[config.mk]
export PLATFORM = sky130hd
export DESIGN_NAME = pwavg_top
export DESIGN_NICKNAME = d
export VERILOG_FILES = /design/src/rtl/pwavg_pkg.sv /design/src/rtl/pwavg_edge.sv /design/src/rtl/pwavg_meas.sv /design/src/rtl/pwavg_acc.sv /design/src/rtl/pwavg_top.sv
export SDC_FILE = /design/constraint.sdc
export NUM_CORES = 1
export LEC_CHECK = 0
export BUFFER_PORTS_ARGS = -buffer_cell sky130_fd_sc_hd__buf_4
export CORE_MARGIN = 3
export CORE_UTILIZATION = 65
export CTS_CLUSTER_SIZE = 40
export DETAILED_ROUTE_END_ITERATION = 8
export PLACE_DENSITY = 0.88
export SLEW_MARGIN = 10
export SYNTH_ARGS = -nofsm -noshare
export SYNTH_HDL_FRONTEND = slang
export SYNTH_SLANG_ARGS = --single-unit
[constraint.sdc]
create_clock -name clk -period 6.06 [get_ports clk]
set_input_delay 1.212 -clock clk [delete_from_list [all_inputs] [get_ports clk]]
set_output_delay 1.212 -clock clk [all_outputs]
set_load 0.02 [all_outputs]
[src/rtl/pwavg_pkg.sv]
package pwavg_pkg;

    localparam int unsigned DEF_WORD_W = 10;
    localparam int unsigned DEF_MAXW   = 255;
    localparam int unsigned DEF_NAVG   = 10;

    typedef enum logic [1:0] {
        ST_IDLE,
        ST_HIGH,
        ST_OVER
    } meas_state_t;

endpackage

[src/rtl/pwavg_edge.sv]
module pwavg_edge #(
    parameter int unsigned WORD_W = 10,
    parameter int unsigned POS_W  = 4
) (
    input  logic              clk,
    input  logic              rst,
    input  logic              valid_i,
    input  logic [WORD_W-1:0] word_i,
    output logic              rise_any_o,
    output logic [POS_W-1:0]  rise_pos_o,
    output logic              fall_any_o,
    output logic [POS_W-1:0]  fall_pos_o
);

    logic              prev_q;
    logic [WORD_W:0]   ext;
    logic [WORD_W-1:0] rise_vec;
    logic [WORD_W-1:0] fall_vec;

    assign ext = {word_i, prev_q};

    // Keep the last sample of the last accepted word.
    always_ff @(posedge clk) begin
        if (rst) begin
            prev_q <= 1'b0;
        end else if (valid_i) begin
            prev_q <= word_i[WORD_W-1];
        end
    end

    for (genvar g = 0; g < WORD_W; g++) begin : g_bit
        assign rise_vec[g] = ext[g+1] & ~ext[g];
        assign fall_vec[g] = ~ext[g+1] & ext[g];
    end

    // Lowest bit position wins.
    always_comb begin
        rise_pos_o = '0;
        fall_pos_o = '0;
        for (int i = WORD_W - 1; i >= 0; i--) begin
            if (rise_vec[i]) rise_pos_o = POS_W'(i);
            if (fall_vec[i]) fall_pos_o = POS_W'(i);
        end
    end

    assign rise_any_o = |rise_vec;
    assign fall_any_o = |fall_vec;

endmodule

[src/rtl/pwavg_meas.sv]
module pwavg_meas
    import pwavg_pkg::*;
#(
    parameter int unsigned WORD_W = 10,
    parameter int unsigned MAXW   = 255,
    parameter int unsigned POS_W  = 4,
    parameter int unsigned WID_W  = 8
) (
    input  logic             clk,
    input  logic             rst,
    input  logic             valid_i,
    input  logic             rise_any_i,
    input  logic [POS_W-1:0] rise_pos_i,
    input  logic             fall_any_i,
    input  logic [POS_W-1:0] fall_pos_i,
    output logic [WID_W-1:0] width_o,
    output logic             width_vld_o,
    output logic             ovf_o
);

    localparam int unsigned CNT_W = $clog2(MAXW + WORD_W + 1);
    localparam logic [CNT_W-1:0] WORD_C = CNT_W'(WORD_W);
    localparam logic [CNT_W-1:0] MAXW_C = CNT_W'(MAXW);

    meas_state_t      state_q, state_d;
    logic [CNT_W-1:0] cnt_q, cnt_d;
    logic             emit, set_ovf;
    logic [CNT_W-1:0] emit_w;
    logic [CNT_W-1:0] span_w, head_w, tail_w, grow_w;

    assign span_w = CNT_W'(fall_pos_i) - CNT_W'(rise_pos_i);
    assign head_w = WORD_C - CNT_W'(rise_pos_i);
    assign tail_w = cnt_q + CNT_W'(fall_pos_i);
    assign grow_w = cnt_q + WORD_C;

    // Next state and count.
    always_comb begin
        state_d = state_q;
        cnt_d   = cnt_q;
        emit    = 1'b0;
        set_ovf = 1'b0;
        emit_w  = '0;
        if (valid_i) begin
            unique case (state_q)
                ST_IDLE: begin
                    if (rise_any_i) begin
                        if (fall_any_i) begin
                            emit   = 1'b1;
                            emit_w = span_w;
                        end else begin
                            state_d = ST_HIGH;
                            cnt_d   = head_w;
                        end
                    end
                end
                ST_HIGH: begin
                    if (fall_any_i) begin
                        state_d = ST_IDLE;
                        cnt_d   = '0;
                        if (tail_w > MAXW_C) begin
                            set_ovf = 1'b1;
                        end else begin
                            emit   = 1'b1;
                            emit_w = tail_w;
                        end
                    end else if (grow_w > MAXW_C) begin
                        state_d = ST_OVER;
                        cnt_d   = '0;
                        set_ovf = 1'b1;
                    end else begin
                        cnt_d = grow_w;
                    end
                end
                ST_OVER: begin
                    if (fall_any_i) state_d = ST_IDLE;
                end
                default: begin
                    state_d = ST_IDLE;
                    cnt_d   = '0;
                end
            endcase
        end
    end

    // State register.
    always_ff @(posedge clk) begin
        if (rst) begin
            state_q <= ST_IDLE;
            cnt_q   <= '0;
        end else begin
            state_q <= state_d;
            cnt_q   <= cnt_d;
        end
    end

    // Registered outputs.
    always_ff @(posedge clk) begin
        if (rst) begin
            width_o     <= '0;
            width_vld_o <= 1'b0;
            ovf_o       <= 1'b0;
        end else begin
            width_vld_o <= emit;
            if (emit) begin
                width_o <= WID_W'(emit_w);
                ovf_o   <= 1'b0;
            end else if (set_ovf) begin
                ovf_o <= 1'b1;
            end
        end
    end

    AST_WIDTH_NONZERO: assert property (@(posedge clk) disable iff (rst)
        width_vld_o |-> (width_o != '0));
    AST_OVF_CLEARS: assert property (@(posedge clk) disable iff (rst)
        width_vld_o |-> !ovf_o);
    AST_INVALID_HOLD: assert property (@(posedge clk) disable iff (rst)
        !$past(valid_i) |-> ($stable(state_q) && $stable(cnt_q)));
    AST_NO_STROBE_IDLE: assert property (@(posedge clk) disable iff (rst)
        !$past(valid_i) |-> !width_vld_o);

endmodule

[src/rtl/pwavg_acc.sv]
module pwavg_acc #(
    parameter int unsigned WID_W = 8,
    parameter int unsigned NAVG  = 10,
    parameter int unsigned SUM_W = 12
) (
    input  logic             clk,
    input  logic             rst,
    input  logic [WID_W-1:0] width_i,
    input  logic             width_vld_i,
    output logic [SUM_W-1:0] sum_o,
    output logic [WID_W-1:0] avg_o,
    output logic             sum_vld_o
);

    localparam int unsigned IDX_W = $clog2(NAVG);
    localparam logic [IDX_W-1:0] LAST_C = IDX_W'(NAVG - 1);

    logic [IDX_W-1:0] idx_q;
    logic [SUM_W-1:0] acc_q;
    logic [SUM_W-1:0] acc_next;

    assign acc_next = acc_q + SUM_W'(width_i);

    always_ff @(posedge clk) begin
        if (rst) begin
            idx_q     <= '0;
            acc_q     <= '0;
            sum_o     <= '0;
            sum_vld_o <= 1'b0;
        end else begin
            sum_vld_o <= 1'b0;
            if (width_vld_i) begin
                if (idx_q == LAST_C) begin
                    sum_o     <= acc_next;
                    sum_vld_o <= 1'b1;
                    acc_q     <= '0;
                    idx_q     <= '0;
                end else begin
                    acc_q <= acc_next;
                    idx_q <= idx_q + 1'b1;
                end
            end
        end
    end

    assign avg_o = WID_W'(sum_o / SUM_W'(NAVG));

    AST_SUM_AFTER_WIDTH: assert property (@(posedge clk) disable iff (rst)
        sum_vld_o |-> $past(width_vld_i));
    AST_IDX_BOUND: assert property (@(posedge clk) disable iff (rst)
        idx_q <= LAST_C);
    AST_AVG_FLOOR: assert property (@(posedge clk) disable iff (rst)
        sum_vld_o |-> ((SUM_W'(avg_o) * SUM_W'(NAVG)) <= sum_o));

endmodule

[src/rtl/pwavg_top.sv]
module pwavg_top
    import pwavg_pkg::*;
#(
    parameter int unsigned WORD_W = DEF_WORD_W,
    parameter int unsigned MAXW   = DEF_MAXW,
    parameter int unsigned NAVG   = DEF_NAVG,
    localparam int unsigned POS_W = $clog2(WORD_W),
    localparam int unsigned WID_W = $clog2(MAXW + 1),
    localparam int unsigned SUM_W = $clog2(MAXW * NAVG + 1)
) (
    input  logic              clk,
    input  logic              rst,
    input  logic [WORD_W-1:0] word_i,
    input  logic              word_vld_i,
    output logic [WID_W-1:0]  width_o,
    output logic              width_vld_o,
    output logic [SUM_W-1:0]  sum_o,
    output logic [WID_W-1:0]  avg_o,
    output logic              sum_vld_o,
    output logic              ovf_o
);

    logic             rise_any, fall_any;
    logic [POS_W-1:0] rise_pos, fall_pos;

    pwavg_edge #(.WORD_W(WORD_W), .POS_W(POS_W)) u_edge (
        .clk        (clk),
        .rst        (rst),
        .valid_i    (word_vld_i),
        .word_i     (word_i),
        .rise_any_o (rise_any),
        .rise_pos_o (rise_pos),
        .fall_any_o (fall_any),
        .fall_pos_o (fall_pos)
    );

    pwavg_meas #(.WORD_W(WORD_W), .MAXW(MAXW), .POS_W(POS_W), .WID_W(WID_W)) u_meas (
        .clk         (clk),
        .rst         (rst),
        .valid_i     (word_vld_i),
        .rise_any_i  (rise_any),
        .rise_pos_i  (rise_pos),
        .fall_any_i  (fall_any),
        .fall_pos_i  (fall_pos),
        .width_o     (width_o),
        .width_vld_o (width_vld_o),
        .ovf_o       (ovf_o)
    );

    pwavg_acc #(.WID_W(WID_W), .NAVG(NAVG), .SUM_W(SUM_W)) u_acc (
        .clk         (clk),
        .rst         (rst),
        .width_i     (width_o),
        .width_vld_i (width_vld_o),
        .sum_o       (sum_o),
        .avg_o       (avg_o),
        .sum_vld_o   (sum_vld_o)
    );

endmodule

# Yosys cells after proc, flatten, opt, wreduce, memory -nomap -nowiden
# Cells that the tools add are included.
[op_classes] mul=0 shift=0 addsub=6 reduce_logical=8 eq_ne=7 muxes=51 order_cmp=2 n_bitwise=33 div_mod_pow=1
[ops] cell="4-bit two-way mux" n=21
[ops] cell="8-bit two-way mux" n=5
[ops] cell="9-bit two-way mux" n=4
[ops] cell="9-bit case mux with 3 select lines" n=1
[ops] cell="1-bit AND" n=20
[ops] cell="10-bit OR reduction" n=2
[ops] cell="9-bit by 8-bit greater-than comparator with 1-bit output (second input constant)" n=2
[ops] cell="8-bit case mux with 2 select lines" n=1
[ops] cell="1-bit NOT" n=13
[ops] cell="12-bit by 8-bit adder with 12-bit output" n=1
[ops] cell="12-bit by 4-bit divider with 12-bit output (second input constant)" n=1
[ops] cell="12-bit two-way mux" n=1
[ops] cell="1-bit two-way mux" n=11
[ops] cell="2-bit two-way mux" n=5
[ops] cell="9-bit by 4-bit adder with 9-bit output" n=1
[ops] cell="9-bit by 4-bit adder with 9-bit output (second input constant)" n=1
[ops] cell="2-bit != test (second input constant)" n=3
[ops] cell="2-bit case mux with 3 select lines" n=1
[ops] cell="5-bit AND reduction" n=1
[ops] cell="4-bit by 4-bit subtractor with 5-bit output" n=1
[ops] cell="4-bit by 4-bit subtractor with 5-bit output (first input constant)" n=1
[ops] cell="4-bit by 1-bit adder with 4-bit output (second input constant)" n=1
[ops] cell="4-bit == test (second input constant)" n=1
[ops] cell="4-bit AND reduction" n=1
[ops] cell="other kinds (7)" n=8
[word_totals] latchBits=0 out_inout_bits=31 elab_cells=118 n_memories=0 ram_bits=0 in_bits=13 romBits=0 ff_bits=51

# Logic depth before layout (Yosys ltp)
[logic_depth] word_depth=19 depth_mapped=18 mapped_depth_nobuf=18

# By module
# A second synthesis with hierarchy kept.
[hier_totals] hier_cells=598 hier_area_um2=4565.6
[by_module_without_submodules] mod="pwavg_acc" n_inst=1 cells_each=347 seq_area_each_um2=580.6 area_per_inst_um2=2571.2
[by_module_without_submodules] mod="pwavg_meas" n_inst=1 cells_each=184 seq_area_each_um2=420.4 area_per_inst_um2=1580.3
[by_module_without_submodules] mod="pwavg_edge" n_inst=1 cells_each=67 seq_area_each_um2=20.0 area_per_inst_um2=414.1

# Least setup slack after synthesis
# Ideal clock, no wire load.
[synth_timing] path_kind="input-to-reg" startpoint="input port word_i[2]" endpoint="register u_meas.width_o[2]" t_arrival_ps=4356 path_buffers=1 stages=17 required_ps=5974 slack_ps=1619 setup_ps=86 path_cell_list="clkbuf_1 > inv_1 > and3_1 > o22ai_1 > and2_1 > o21ai_0 > inv_1 > ha_1 > fa_1 > a21o_1 > a21oi_1 > nor2_1 > xor2_1 > nand2b_1 > nor3b_1 > a22oi_1 > a211oi_1"
[synth_via] elab_chain_len=11 word_cells_on_any_way=30 cone_classes="2 x add/sub; 1 x order compare; 20 x mux; 5 x bitwise; 2 x reduce/logical"
[synth_rtl] element="start, declared" line="pwavg_top.sv:13" source="input logic [WORD_W-1:0] word_i,"
[synth_rtl] element="1-bit AND / 1-bit NOT (equally long branches)" line="pwavg_edge.sv:33, pwavg_edge.sv:32"
[synth_rtl] element="4-bit two-way mux, or another cell as far along" line="pwavg_edge.sv:42" source="if (fall_vec[i]) fall_pos_o = POS_W'(i);"
[synth_rtl] element="4-bit two-way mux, on equally long branches (3 in a row)" line="pwavg_edge.sv:42, pwavg_edge.sv:41"
[synth_rtl] element="9-bit by 4-bit adder with 9-bit output / 4-bit two-way mux (equally long branches)" line="pwavg_meas.sv:33, pwavg_edge.sv:41"
[synth_rtl] element="9-bit by 8-bit greater-than comparator with 1-bit output / 4-bit by 4-bit subtractor with 5-bit output (equally long branches)" line="pwavg_meas.sv:60, pwavg_meas.sv:31"
[synth_rtl] element="8-bit two-way mux, or another cell as far along" line="pwavg_meas.sv:60" source="if (tail_w > MAXW_C) begin"
[synth_rtl] element="8-bit two-way mux, or another cell as far along" line="pwavg_meas.sv:57" source="if (fall_any_i) begin"
[synth_rtl] element="8-bit case mux with 2 select lines / 1-bit case mux with 2 select lines (equally long branches)" line="pwavg_meas.sv:44" source="unique case (state_q)"
[synth_rtl] element="8-bit two-way mux / 1-bit two-way mux (equally long branches)" line="pwavg_meas.sv:43" source="if (valid_i) begin"
[synth_rtl] element="end signal, assigned" line="pwavg_meas.sv:105" source="width_o <= WID_W'(emit_w);"
[synth_rtl] element="end, declared" line="pwavg_meas.sv:16" source="output logic [WID_W-1:0] width_o,"
# Several ways; a longest one is shown, not always the timed one.
# A chain may end at the register's enable or synchronous reset.

# Worst setup path in the final report
[layout_timing] startpoint="register u_acc.sum_o[9]" endpoint="output port avg_o[1]"
[layout_via] elab_chain_len=1
[layout_rtl] element="start, declared" line="pwavg_acc.sv:10" source="output logic [SUM_W-1:0] sum_o,"
[layout_rtl] element="start signal, assigned" line="pwavg_acc.sv:34" source="sum_o <= acc_next;"
[layout_rtl] element="12-bit by 4-bit divider with 12-bit output" line="pwavg_acc.sv:46" source="assign avg_o = WID_W'(sum_o / SUM_W'(NAVG));"
[layout_rtl] element="end, declared" line="pwavg_top.sv:18" source="output logic [WID_W-1:0] avg_o,"
# No other way between the ends.

==> impl_metrics.yaml <==
outcome:
  status: "finished clean"
timing:
  tightest_slew_ns: 0.970
  setup_tns_ns: 0
  setup_viol: 0
  hold_viol_final: 0
  rsz0062_at_grt: "no"
  finalCritPeriodShare_pct: 79.5
  fin_worst_skew_ns: 0.0125
  slew_viol_final: 0
  max_slew_margin_pct: 34.9
  timing.fmax_ghz: 0.207
  fin_crit_ns: 4.82
min_path:
  hold_path_class: "flip-flop to flip-flop"
  min_path_cells: 2
power:
  cellPowerDensity_nw_per_um2: 155
  switching_share_pct: 31.9
  p_comb_share_pct: 21.9
  p_int_mw: 0.500
  p_clk_share_pct: 28.6
  p_switching_mw: 0.234
  leakagePower_nw: 1.89
  seq_power_share_pct: 49.5
  peakVddDrop_uv: 217
floorplanning:
  rows: 29
  initial_core_util_pct: 67.7
  die_w_um: 87.8
  fp.dieArea_um2: 7710
  coreArea_um2: 6420
  boundaryPins: 44
  die_h_um: 87.8
setup_path:
  rrSetupSlack_ns: 2.35
  path_max_fanout: 23
  critical_path_arrival_ns: 3.61
  crit_required_ns: 4.85
  ff2ff_path_depth: 14
  end_kind: "primary output"
  crit_path_start_kind: "flip-flop"
  path_class: "flip-flop to primary output"
yosys:
  seq_area_frac_synth_pct: 23.5
  synth_seq_cells: 51
  synth.distinct_cells: 78
  synth_nets: 616
  synth_area_leaders: "dfxtp_1 23%, a21oi_1 5.5%, ha_1 5.5%, nor2_1 5.2%, nand2_1 5.0%"
  synth_area_leader_cell: "dfxtp_1"
  synthArstFlopShare_pct: 0
  ys.flop_type: "dfxtp_1"
  synth_top_cell_area_share_pct: 23.5
  syn_area_per_cell_um2: 7.48
  yosys_warnings: 0
  synth_area_um2: 4350
  synth_edf_count: 0
  synth_cells: 581
clock_network:
  cts_buffers: 5
  cts_root_buffer: "clkbuf_8"
  clkTransAtPathRegs_ns: 0.11
  cts_buffer_depth: 2
  htree_levels: 2
  clk_latency_ns: 0.31
  cts_setup_buffers: 0
  cts_resized: 0
  cts_sinks: 51
  cts_tree: "done"
  ctsHoldBuffers: 0
global_route:
  grt_max_degree: 53
  grt_use_total_pct: 28.3
  grt_pass1_vias: 3859
  grt_pass1_wl_mm: 18.1
  antenna_found_initial: 0
  grt_overflow_total: 0
layout:
  nFillCells: 484
  final_core_util_pct: 73.5
  drive_gt1_share_pct: 12.8
  area_delta_synth_final_pct: 8.58
  fin_area_um2: 4720
  nets: 634
  diodes: 0
drt:
  drc: 0
  vias: 4346
  first_pass_iters: 5
  dr.first_iter.drc_count: 267
  wirelength_mm: 10.8
  viasPerCell: 6.42
  wire_per_inst_um: 15.9
  antenna_left: 0
job:
  drv_cap: 0
placement:
  dpl_cell_area_um2: 4630
  dp_hpwl_mm: 7.88
  place.gp.congestion: 0.943
  io_buffers: 43
-- cell families after synthesis --
kind of cell / count (synthesis) / synth area share, %
flops: 51 / 23.5
fa+ha+maj: 23 / 7.11
mux: 6 / 1.38
compound gates: 172 / 26.8
xor+xnor: 28 / 5.81
simple gates: 240 / 29.6
buf+inv: 61 / 5.84
-- through the flow --
step	hold slack, ns	cells	total power, mW	setup WS [ns]
floorplan	0.450	581	0.476	1.62
global placement	0.459	669	0.521	1.26
detailed placement	0.466	669	0.528	1.06
CTS	0.481	677	0.736	1.32
global route	0.500	677	0.766	1.01
finish	0.483	677	0.734	1.24
-- flip-flops by register name, indices dropped and copies added, names as in the netlist --
signal,cells
u_meas.state_q,2
u_meas.width_vld_o,1
u_meas.cnt_q,9
u_acc.sum_vld_o,1
u_acc.idx_q,4
u_meas.ovf_o,1
u_acc.acc_q,12
u_acc.sum_o,12
u_meas.width_o,8
u_edge.prev_q,1
-- layout make-up --
class / count / area (um2) / share of cell area [%]
clock buffer: 5 / 68.8 / 1.46
clock inverter: 3 / 26.3 / 0.557
inverter: 28 / 105 / 2.23
multi-input combinational: 469 / 3070 / 65.1
sequential: 51 / 1020 / 21.6
tap: 77 / 96.3 / 2.04
timing repair buffer: 44 / 330 / 7.00
-- worst max-delay path: stages (launching register included) --
cell	delay (ns)
dfxtp_1	0.81
nand2b_1	0.28
nand2_1	0.10
a2111oi_0	0.65
o31a_1	0.32
or3_4	0.18
a211oi_2	0.05
nand3b_4	0.21
maj3_2	0.32
o211ai_1	0.19
buf_4	0.17
-- cell usage after synthesis, drive strengths merged (6+ instances only) --
library cell and instances:
nor2 61, inv 28, nor2b 22, clkbuf 18, nand2b 14, nor3 13
mux2i 6, o21ai 36, a211oi 18, or3 6, nand3b 6, a22oi 6
nor3b 8, o22ai 9, ha 19, nand2 58, xor2 11, and3 10
dfxtp 51, buf 15, a21oi 48, xnor2 17, nand3 12
-- path summary, 6_finish.rpt --
check,to,startpoint
max,avg_o[1],u_acc.sum_o[9]$_SDFFE_PP0P_
min,u_acc.acc_q[0]$_SDFFE_PP0P_,u_acc.acc_q[0]$_SDFFE_PP0P_
max reg2reg,u_meas.width_o[3]$_SDFFE_PP0P_,u_edge.prev_q$_SDFFE_PP0P_
min reg2reg,u_acc.acc_q[0]$_SDFFE_PP0P_,u_acc.acc_q[0]$_SDFFE_PP0P_
-- per-layer routing --
| metal | track usage (%) | vias up | share of wire (%) |
|---|---|---|---|
| met5 | 0 | - | 0 |
| met4 | 6.42 | 0 | 0.92 |
| met3 | 2.73 | 12 | 7.2 |
| met2 | 46.2 | 169 | 47 |
| met1 | 40.5 | 2032 | 45 |
| li1 | - | 2133 | - |
-- cell usage in the layout, fill, tap and decap left out, types with 4 or more instances in the layout --
master     instances
nor2b_1           20
nand3_1           12
o211ai_1           4
a22oi_1            6
nor3_1            13
nor4_1             4
nor3b_1            7
nand3b_1           5
ha_1              19
a31oi_1            5
or3_1              5
a21oi_1           48
nand2_1           58
and2_1             4
buf_4             44
xnor2_1           16
xor2_1            11
nand2b_1          14
inv_1             27
and3b_1            4
a211oi_1          15
nor2_1            60
o21a_1             4
o22ai_1            8
dfxtp_1           51
a2111oi_0          4
and3_1             9
clkbuf_8           5
mux2i_1            6
o21ai_0           33
a21o_1             5
-- power groups by stage --
stage | logic [mW] | registers [mW] | clock network (mW)
finish | 0.161 | 0.363 | 0.210
detailed placement | 0.157 | 0.371 | 0
global placement | 0.151 | 0.370 | 0
CTS | 0.159 | 0.363 | 0.214
floorplan | 0.104 | 0.371 | 0
global route | 0.177 | 0.365 | 0.224
(Power assumes the default switching activity.)
